### src/rtl/gpio_pkg.sv
package gpio_pkg;
  // Open-drain release: an output pin in open-drain mode stops driving for a 1.
  function automatic logic od_release(input logic od_capable, input logic od_on,
                                      input logic latch_bit);
    return od_capable & od_on & latch_bit;
  endfunction

  // Output enable for one pin (dir bit 1 = input).
  function automatic logic pin_oe(input logic dir_bit, input logic release_bit);
    return ~dir_bit & ~release_bit;
  endfunction

  // Read view of one pin.
  function automatic logic pin_view(input logic dir_bit, input logic sync_bit,
                                    input logic latch_bit);
    return dir_bit ? sync_bit : latch_bit;
  endfunction
endpackage

### src/rtl/gpio_regs.sv
module gpio_regs #(
  parameter int N = 8
) (
  input  logic         clk,
  input  logic         rst_n,
  input  logic [N-1:0] wdata,
  input  logic         data_we,
  input  logic         dir_we,
  input  logic         pull_we,
  input  logic         ctrl_we,
  output logic [N-1:0] data_q,
  output logic [N-1:0] dir_q,
  output logic [N-1:0] pull_n_q,
  output logic         od_en_q,
  output logic         chg_en_n_q
);
  localparam int CTRL_OD  = 0;
  localparam int CTRL_CHG = 1;

  always_ff @(posedge clk or negedge rst_n) begin
    if (!rst_n) begin
      data_q     <= '0;
      dir_q      <= '1;
      pull_n_q   <= '1;
      od_en_q    <= 1'b0;
      chg_en_n_q <= 1'b1;
    end else begin
      if (data_we) data_q   <= wdata;
      if (dir_we)  dir_q    <= wdata;
      if (pull_we) pull_n_q <= wdata;
      if (ctrl_we) begin
        od_en_q    <= wdata[CTRL_OD];
        chg_en_n_q <= wdata[CTRL_CHG];
      end
    end
  end


  dir_load_chk: assert property (@(posedge clk) disable iff (!rst_n)
    dir_we |=> dir_q == $past(wdata));
endmodule

### src/rtl/gpio_sync.sv
module gpio_sync #(
  parameter int N      = 8,
  parameter int STAGES = 2
) (
  input  logic         clk,
  input  logic         rst_n,
  input  logic [N-1:0] async_in,
  output logic [N-1:0] sync_out
);
  for (genvar i = 0; i < N; i++) begin : g_bit
    logic [STAGES-1:0] chain;
    always_ff @(posedge clk or negedge rst_n) begin
      if (!rst_n) chain <= '0;
      else        chain <= {chain[STAGES-2:0], async_in[i]};
    end
    assign sync_out[i] = chain[STAGES-1];
  end
endmodule

### src/rtl/gpio_change.sv
module gpio_change #(
  parameter int           N        = 8,
  parameter logic [N-1:0] MON_MASK = 8'h3F
) (
  input  logic         clk,
  input  logic         rst_n,
  input  logic [N-1:0] pin_sync,
  input  logic [N-1:0] dir_q,
  input  logic         chg_en_n,
  input  logic         port_rd,
  output logic [N-1:0] change_vec,
  output logic         flag_q
);
  logic [N-1:0] snap_q;
  logic         change_any;

  assign change_vec = (pin_sync ^ snap_q) & dir_q & MON_MASK & {N{~chg_en_n}};
  assign change_any = |change_vec;

  always_ff @(posedge clk or negedge rst_n) begin
    if (!rst_n) begin
      snap_q <= '0;
      flag_q <= 1'b0;
    end else if (port_rd) begin
      snap_q <= pin_sync;
      flag_q <= 1'b0;
    end else if (change_any) begin
      flag_q <= 1'b1;
    end
  end


  flag_hold_chk: assert property (@(posedge clk) disable iff (!rst_n)
    (flag_q && !port_rd) |=> flag_q);

  rd_clear_chk: assert property (@(posedge clk) disable iff (!rst_n)
    port_rd |=> !flag_q);

  flag_needs_en_chk: assert property (@(posedge clk) disable iff (!rst_n)
    $rose(flag_q) |-> $past(!chg_en_n));
endmodule

### src/rtl/gpio_pad.sv
module gpio_pad
  import gpio_pkg::*;
#(
  parameter int           N       = 8,
  parameter logic [N-1:0] OD_MASK = 8'hC0
) (
  input  logic [N-1:0] data_q,
  input  logic [N-1:0] dir_q,
  input  logic [N-1:0] pull_n_q,
  input  logic         od_en_q,
  input  logic [N-1:0] pin_sync,
  output logic [N-1:0] pad_out,
  output logic [N-1:0] pad_oe,
  output logic [N-1:0] pad_pu,
  output logic [N-1:0] rdata
);
  for (genvar i = 0; i < N; i++) begin : g_pin
    logic rel;
    assign rel       = od_release(OD_MASK[i], od_en_q, data_q[i]);
    assign pad_oe[i] = pin_oe(dir_q[i], rel);
    assign pad_out[i] = data_q[i] & ~rel;
    assign pad_pu[i] = ~pull_n_q[i] & dir_q[i];
    assign rdata[i]  = pin_view(dir_q[i], pin_sync[i], data_q[i]);
  end
endmodule

### src/rtl/gpio_port.sv
module gpio_port #(
  parameter int         N        = 8,
  parameter logic [7:0] OD_MASK  = 8'hC0,
  parameter logic [7:0] MON_MASK = 8'h3F
) (
  input  logic         clk,
  input  logic         rst_n,
  input  logic [N-1:0] wdata,
  input  logic         data_we,
  input  logic         dir_we,
  input  logic         pull_we,
  input  logic         ctrl_we,
  input  logic         port_rd,
  output logic [N-1:0] rdata,
  input  logic [N-1:0] pad_in,
  output logic [N-1:0] pad_out,
  output logic [N-1:0] pad_oe,
  output logic [N-1:0] pad_pu,
  output logic         irq,
  output logic         wake
);
  localparam logic [N-1:0] ODM = N'(OD_MASK);
  localparam logic [N-1:0] MNM = N'(MON_MASK);

  logic [N-1:0] data_q, dir_q, pull_n_q, pin_sync, change_vec;
  logic         od_en_q, chg_en_n_q, flag_q;

  gpio_regs #(.N(N)) u_regs (
    .clk(clk), .rst_n(rst_n), .wdata(wdata),
    .data_we(data_we), .dir_we(dir_we), .pull_we(pull_we), .ctrl_we(ctrl_we),
    .data_q(data_q), .dir_q(dir_q), .pull_n_q(pull_n_q),
    .od_en_q(od_en_q), .chg_en_n_q(chg_en_n_q)
  );

  gpio_sync #(.N(N), .STAGES(2)) u_sync (
    .clk(clk), .rst_n(rst_n), .async_in(pad_in), .sync_out(pin_sync)
  );

  gpio_change #(.N(N), .MON_MASK(MNM)) u_chg (
    .clk(clk), .rst_n(rst_n), .pin_sync(pin_sync), .dir_q(dir_q),
    .chg_en_n(chg_en_n_q), .port_rd(port_rd),
    .change_vec(change_vec), .flag_q(flag_q)
  );

  gpio_pad #(.N(N), .OD_MASK(ODM)) u_pad (
    .data_q(data_q), .dir_q(dir_q), .pull_n_q(pull_n_q), .od_en_q(od_en_q),
    .pin_sync(pin_sync), .pad_out(pad_out), .pad_oe(pad_oe),
    .pad_pu(pad_pu), .rdata(rdata)
  );

  assign irq  = flag_q;
  assign wake = flag_q;


  input_tristate_chk: assert property (@(posedge clk) disable iff (!rst_n)
    (pad_oe & dir_q) == '0);

  pull_out_off_chk: assert property (@(posedge clk) disable iff (!rst_n)
    (pad_pu & ~dir_q) == '0);

  od_release_chk: assert property (@(posedge clk) disable iff (!rst_n)
    od_en_q |-> (pad_oe & data_q & ODM) == '0);

  out_no_change_chk: assert property (@(posedge clk) disable iff (!rst_n)
    (change_vec & ~dir_q) == '0);

  wake_match_chk: assert property (@(posedge clk) disable iff (!rst_n)
    wake == irq);
endmodule

### config.mk
export PLATFORM = sky130hd
export DESIGN_NAME = gpio_port
export DESIGN_NICKNAME = d
export VERILOG_FILES = /design/src/rtl/gpio_pkg.sv /design/src/rtl/gpio_regs.sv /design/src/rtl/gpio_sync.sv /design/src/rtl/gpio_change.sv /design/src/rtl/gpio_pad.sv /design/src/rtl/gpio_port.sv
export SDC_FILE = /design/constraint.sdc
export NUM_CORES = 1
export LEC_CHECK = 0
export BUFFER_PORTS_ARGS = -buffer_cell sky130_fd_sc_hd__clkbuf_2
export CAP_MARGIN = 20
export CELL_PAD_IN_SITES_DETAIL_PLACEMENT = 2
export CELL_PAD_IN_SITES_GLOBAL_PLACEMENT = 2
export CORE_UTILIZATION = 36
export DETAILED_ROUTE_END_ITERATION = 8
export PLACE_DENSITY_LB_ADDON = 0.1
export SYNTH_ARGS = -nofsm -noshare
export SYNTH_HDL_FRONTEND = slang
export SYNTH_SLANG_ARGS = --single-unit
### constraint.sdc
create_clock -name clk -period 2.2 [get_ports clk]
set_input_delay 0.66 -clock clk [delete_from_list [all_inputs] [get_ports clk]]
set_output_delay 0.66 -clock clk [all_outputs]
set_load 0.02 [all_outputs]
==> flow_summary_export.csv, run 1 <==
group,metric,value,unit
power_and_ir_drop,p_leak,1.079,nW
placed_design,placed_area,2231,um2
global_routing,grt_pass1_vias,1316,
worst_setup_path,cp_top_family,"flip-flops",
synthesis,yosysSeqAreaShare,64.70,%
synthesis,yosys.area_share.simple,3.634,%
sta,finClkSkew,0.005591,ns
worst_setup_path,crit_chain,"mux2_2, clkbuf_2",
clock_network,worst_setup_hold_path_clk_slew,0.08,ns
floorplanning,initial_core_util,37.51,%
detailed_routing,ant_nets,0,
sta,period_minus_slack,2.006,ns
global_routing,grt_usage,16.24,%
hold_path,hold_class,"reg2reg",
clock_network,ctsHoldBuffers,0,
finish,antenna_cells,0,
synthesis,syn-num-nets,159,
synthesis,synthCells,136,
power_and_ir_drop,vdd_drop_max,0.0003915,V
finish,fin_nets,212,
worst_setup_path,slowest_stage,"dfstp_2",
clock_network,root_buffer,"clkbuf_8",
sta,drv_slew,0,
synthesis,synth_compound_area_share,3.958,%
clock_network,cts_tree,"yes",
sta,grt_setup_unrepaired,"no",
floorplanning,core,5140,um2
placed_design,routabilityCongestion,0.7550,
sta,period_share,91.17,%
synthesis,synthXorXnorAreaFrac,2.726,%
sta,setup_violations,0,
placed_design,placed_cells,252,
clock_network,post_cts_resized,0,
worst_setup_path,worstPathArrival,1.35,ns
sta,timing.fmax,0.4986,GHz
floorplanning,die_w,75.19,um
clock_network,clock_latency,0.29,ns
clock_network,cts.sinks,49,
global_routing,grt_first_pass_wirelength,6486,um
detailed_routing,drc,0,
power_and_ir_drop,powerDensity,824.2,nW/um2
placed_design,dp_hpwl,3132,um
finish,fin_area,2311,um2
finish,fin_util,44.96,%
synthesis,synth_mux_area_share,19.86,%
detailed_routing,drt_wl_total,4277,um
worst_setup_path,cp_max_fo,3,
finish,syn_to_final_growth,19.86,%
worst_setup_path,max_stage_delay,0.57,ns
sta,slew_headroom,58.05,%
synthesis,synth_top_cell_by_area,"dfrtp_1",
synthesis,netlist_area,1928,um2
detailed_routing,vias,1214,
clock_network,numCtsBuffers,5,
sta,tns,0,ns
worst_setup_path,path_buf_inv,1,
floorplanning,die_area,5653,um2
sta,finalHoldViolCount,0,
floorplanning,io_pins,57,
run_status,run_status,"finished, final reports clean",
synthesis,syn_avg_cell_area,14.18,um2
detailed_routing,drt_first_pass_iters,4,
clock_network,cts_max_level,2,
placed_design,pre_cts_ws,0.5121,ns
synthesis,synth_top_family_by_area,"multiplexers",
clock_network,cts_setup_buffers,0,
finish,instances_no_fill,260,
finish,final_layout_size_suffix_gt1_share,59.47,%
floorplanning,floorplan.die.height,75.19,um
sta,holdWs,0.3550,ns
worst_setup_path,crit_type,"reg2out",
worst_setup_path,end_kind,"output pin",
global_routing,grt_max_degree,50,
sta,worst_slack,0.1942,ns
synthesis,synth-adder-area-share,0,%
synthesis,synthTopCellsByArea,"dfrtp_1 (42%), dfstp_2 (23%), mux2_2 (20%)",
detailed_routing,routed_via_density,4.669,
floorplanning,rows,26,
synthesis,ys_ff_latch,49,
global_routing,antenna_found_initial,0,
synthesis,synthDistinctLibCells,16,
synthesis,netlist.area_leader.share,41.53,%
placed_design,placement.io_buffers,56,
detailed_routing,drtIter0Drc,54,
run,maxCapViolCount,0,
synthesis,yosys_warnings,0,
sta,tightest_slew,0.6293,ns
clock_network,cts_buffer_depth,2,
worst_setup_path,crit_required,1.54,ns
global_routing,overflow,0,
power_and_ir_drop,power,1.905,mW
detailed_routing,wl_per_cell,16.45,um
finish,layout_commonest_cell,"clkbuf_2",
finish,mostFrequentLayoutCells,"clkbuf_2 (56), mux2_2 (34), dfrtp_1 (32)",
finish,num-fill-cells,544,
worst_setup_path,crit_path_start_kind,"flop",
cell families (layout without fill, tap and decap cells):
logic type	after synthesis	in the layout
multiplexers	34	34
XOR/XNOR	6	6
flip-flops	49	49
AND/OR/NAND/NOR	16	16
AO/OA/AOI/OAI	13	13
buffers and inverters	18	72
worst paths after layout:
path | from | end | slack [ns] | depth (start not counted)
min in group asynchronous | rst_n | u_chg.flag_q$_DFFE_PN0P_ | 0.46 | 2
setup reg to reg | u_chg.snap_q[3]$_DFFE_PN0P_ | u_chg.flag_q$_DFFE_PN0P_ | 0.94 | 3
hold / removal | u_sync.g_bit[6].chain[0]$_DFF_PN0_ | u_sync.g_bit[6].chain[1]$_DFF_PN0_ | 0.36 | 0
setup / recovery | u_regs.dir_q[0]$_DFFE_PN1P_ | rdata[0] | 0.19 | 2
max in group asynchronous | rst_n | u_regs.data_q[3]$_DFFE_PN0P_ | 1.31 | 2
hold reg to reg | u_sync.g_bit[6].chain[0]$_DFF_PN0_ | u_sync.g_bit[6].chain[1]$_DFF_PN0_ | 0.36 | 0
cell usage after synthesis, drive strengths merged:
cell type  count
o21ai          6
buf           11
mux2          34
a21o           1
a31oi          1
xor2           6
nor2b          4
nand2          6
inv            7
a21oi          3
a22oi          1
nor2           6
dfstp         17
dfrtp         32
a222oi         1
flip-flops by register name, summed over array words and instances, names as in the netlist:
signal,flops
u_regs.chg_en_n_q,1
u_regs.pull_n_q,8
u_sync.g_bit.chain,16
u_regs.od_en_q,1
u_regs.dir_q,8
u_regs.data_q,8
u_chg.flag_q,1
u_chg.snap_q,6
layer usage:
metal  routed length (um)  up-vias  GRT usage (%)  part of all wire (%)
li1                     -      555              -                     -
met1                 1812      618          18.91                    42
met2                 2204       35          28.73                    52
met3                  208        6          4.685                   4.9
met4                   52        0          5.556                   1.2
met5                    0        -              0                     0
final cells by class:
cell class | instances | area (um2) | share of cell area [%]
multi-input cells | 69 | 581.8 | 25.18
well taps | 70 | 87.58 | 3.790
repair buffers | 57 | 287.8 | 12.45
inverters | 7 | 26.28 | 1.137
clock buffers | 8 | 80.08 | 3.465
flip-flops and latches | 49 | 1247 | 53.98
worst reg2reg max path: stages (launching register included):
cell and delay (ns):
dfrtp_1 0.40, xor2_1 0.17, a222oi_1 0.38, a31oi_1 0.17
where the power goes:
group          total (mW)  switching [mW]  internal (mW)
Combinational       0.342           0.200          0.143
Sequential           1.06          0.0577          0.999
Clock               0.505           0.279          0.226
Note: power is estimated with default switching activity, not from simulation.
==> run 2, diff against run 1 <==
--- a/config.mk
+++ b/config.mk
@@ -9,9 +9,10 @@
 export CAP_MARGIN = 20
 export CELL_PAD_IN_SITES_DETAIL_PLACEMENT = 2
 export CELL_PAD_IN_SITES_GLOBAL_PLACEMENT = 2
-export CORE_UTILIZATION = 36
+export CORE_UTILIZATION = 38
 export DETAILED_ROUTE_END_ITERATION = 8
 export PLACE_DENSITY_LB_ADDON = 0.1
 export SYNTH_ARGS = -nofsm -noshare
 export SYNTH_HDL_FRONTEND = slang
+export SYNTH_HIERARCHICAL = 1
 export SYNTH_SLANG_ARGS = --single-unit
==> run 2 against run 1 <==
- combinational power is 20% higher
- design area grew 9.3%
- area after synthesis increased by 14%
- via count down 0.25%
- sequential power about the same
- utilization increased by 0.64 points
- flip-flop and latch count unchanged
- largest cell class unchanged
==> flow_summary_export.csv, run 2 <==
group,metric,value,unit
run_status,run_status,"finished, final reports clean",
synthesis,syn_avg_cell_area,15.36,um2
global_routing,grt_pass1_vias,1345,
finish,mostFrequentLayoutCells,"clkbuf_2 (56), dfrtp_1 (32), mux2_4 (32)",
finish,num-fill-cells,566,
clock_network,root_buffer,"clkbuf_8",
finish,largest_reg_flops,16,
detailed_routing,drc,0,
finish,instances_no_fill,261,
clock_network,post_cts_resized,0,
power_and_ir_drop,power,2.017,mW
detailed_routing,drt_first_pass_iters,3,
detailed_routing,vias,1211,
clock_network,worst_setup_hold_path_clk_slew,0.08,ns
worst_setup_path,max_stage_delay,0.59,ns
global_routing,grt_usage,15.79,%
sta,drv_slew,0,
placed_design,routabilityCongestion,0.6798,
power_and_ir_drop,vdd_drop_max,0.0003866,V
finish,fin_util,45.60,%
worst_setup_path,slowest_stage,"dfstp_2",
floorplanning,io_pins,57,
hold_path,hold_class,"in2async",
sta,period_minus_slack,2.008,ns
detailed_routing,ant_nets,0,
run,maxCapViolCount,0,
floorplanning,initial_core_util,39.63,%
finish,syn_to_final_growth,15.04,%
global_routing,grt_max_degree,50,
clock_network,cts_tree,"yes",
clock_network,cts_max_level,2,
finish,antenna_cells,0,
detailed_routing,drt_wl_total,4324,um
clock_network,numCtsBuffers,5,
floorplanning,core,5540,um2
worst_setup_path,crit_type,"reg2out",
worst_setup_path,r2r_start,"u_regs/chg_en_n_q$_DFFE_PN1P_",
synthesis,netlist_area,2196,um2
worst_setup_path,end_kind,"output pin",
worst_setup_path,worstPathArrival,1.35,ns
synthesis,synthCells,143,
floorplanning,floorplan.die.height,78.02,um
placed_design,dp_hpwl,3120,um
power_and_ir_drop,powerDensity,798.4,nW/um2
placed_design,placement.io_buffers,56,
synthesis,yosys_warnings,6,
clock_network,cts_setup_buffers,0,
sta,period_share,91.28,%
sta,holdWs,0.3350,ns
worst_setup_path,reg2reg_slack,0.87,ns
sta,finClkSkew,0.003622,ns
clock_network,ctsHoldBuffers,0,
global_routing,overflow,0,
worst_setup_path,crit_path_start_kind,"flop",
finish,final_layout_size_suffix_gt1_share,64.55,%
power_and_ir_drop,p_leak,1.238,nW
detailed_routing,routed_via_density,4.640,
sta,grt_setup_unrepaired,"no",
worst_setup_path,crit_chain,"mux2_4, clkbuf_2",
finish,fin_nets,211,
global_routing,grt_first_pass_wirelength,7086,um
detailed_routing,wl_per_cell,16.57,um
sta,finalHoldViolCount,0,
clock_network,clock_latency,0.30,ns
worst_setup_path,reg2regPathDepth,3,
clock_network,cts_buffer_depth,2,
floorplanning,die_w,78.02,um
clock_network,cts.sinks,49,
worst_setup_path,cp_max_fo,5,
floorplanning,rows,27,
worst_setup_path,crit_required,1.54,ns
floorplanning,die_area,6086,um2
sta,slew_headroom,74.86,%
detailed_routing,drtIter0Drc,43,
sta,tightest_slew,0.3772,ns
global_routing,antenna_found_initial,0,
sta,setup_violations,0,
finish,layout_commonest_cell,"clkbuf_2",
synthesis,syn-num-nets,166,
sta,tns,0,ns
sta,timing.fmax,0.4980,GHz
finish,regMostFlops,"u_sync/g_bit.chain",
placed_design,placed_cells,253,
worst_setup_path,r2r-end,"u_chg/flag_q$_DFFE_PN0P_",
run 2: report_power, final:
part	leakage, nW	internal (mW)	switching [mW]
Clock	0.0455	0.257	0.279
Sequential	0.553	1.00	0.0692
Combinational	0.640	0.204	0.206
Total	1.24	1.46	0.554
run 2: layout make-up:
| type | count | area [um2] | area share [%] |
|---|---|---|---|
| Multi-Input combinational cell | 66 | 764.5 | 30.26 |
| Clock buffer | 8 | 90.09 | 3.566 |
| Inverter | 9 | 33.78 | 1.337 |
| Timing Repair Buffer | 57 | 300.3 | 11.89 |
| Sequential cell | 49 | 1247 | 49.38 |
| Tap cell | 72 | 90.09 | 3.566 |
run 2: how the worst max path moves through the flow:
| stage | start | endpoint | slack, ns | cells past startpoint |
|---|---|---|---|---|
| after floorplan | u_regs/dir_q[2]$_DFFE_PN1P_ | pad_pu[2] | 0.64 | 1 |
| after global placement | u_regs/dir_q[2]$_DFFE_PN1P_ | rdata[2] | 0.53 | 2 |
| after detailed placement | u_regs/dir_q[2]$_DFFE_PN1P_ | rdata[2] | 0.52 | 2 |
| after global routing | u_regs/dir_q[2]$_DFFE_PN1P_ | rdata[2] | 0.13 | 2 |
| final | u_regs/dir_q[2]$_DFFE_PN1P_ | rdata[2] | 0.19 | 2 |
| after CTS | u_regs/dir_q[2]$_DFFE_PN1P_ | rdata[2] | 0.17 | 2 |
run 2: metal layers:
| metal | routed length [um] | share of wire, % | GRT usage, % |
|---|---|---|---|
| met5 | 0 | 0 | 0 |
| met4 | 31 | 0.72 | 5.000 |
| met3 | 254 | 5.9 | 5.000 |
| met2 | 2297 | 53 | 27.35 |
| met1 | 1740 | 40 | 18.66 |
run 2: worst max-delay path: cells and delay by family (launching register included):
kind	cells	cell delay (ns)
buffers and inverters	1	0.15
multiplexers	1	0.30
flip-flops	1	0.59
run 2: through the flow:
| stage | setup WS [ns] | instance area (um2) |
|---|---|---|
| 2_1_floorplan | 0.6405 | 2196 |
| 3_3_place_gp | 0.5344 | 2436 |
| 3_5_place_dp | 0.5151 | 2436 |
| 4_1_cts | 0.1700 | 2526 |
| 5_1_grt | 0.1324 | 2526 |
| 6_report | 0.1918 | 2526 |
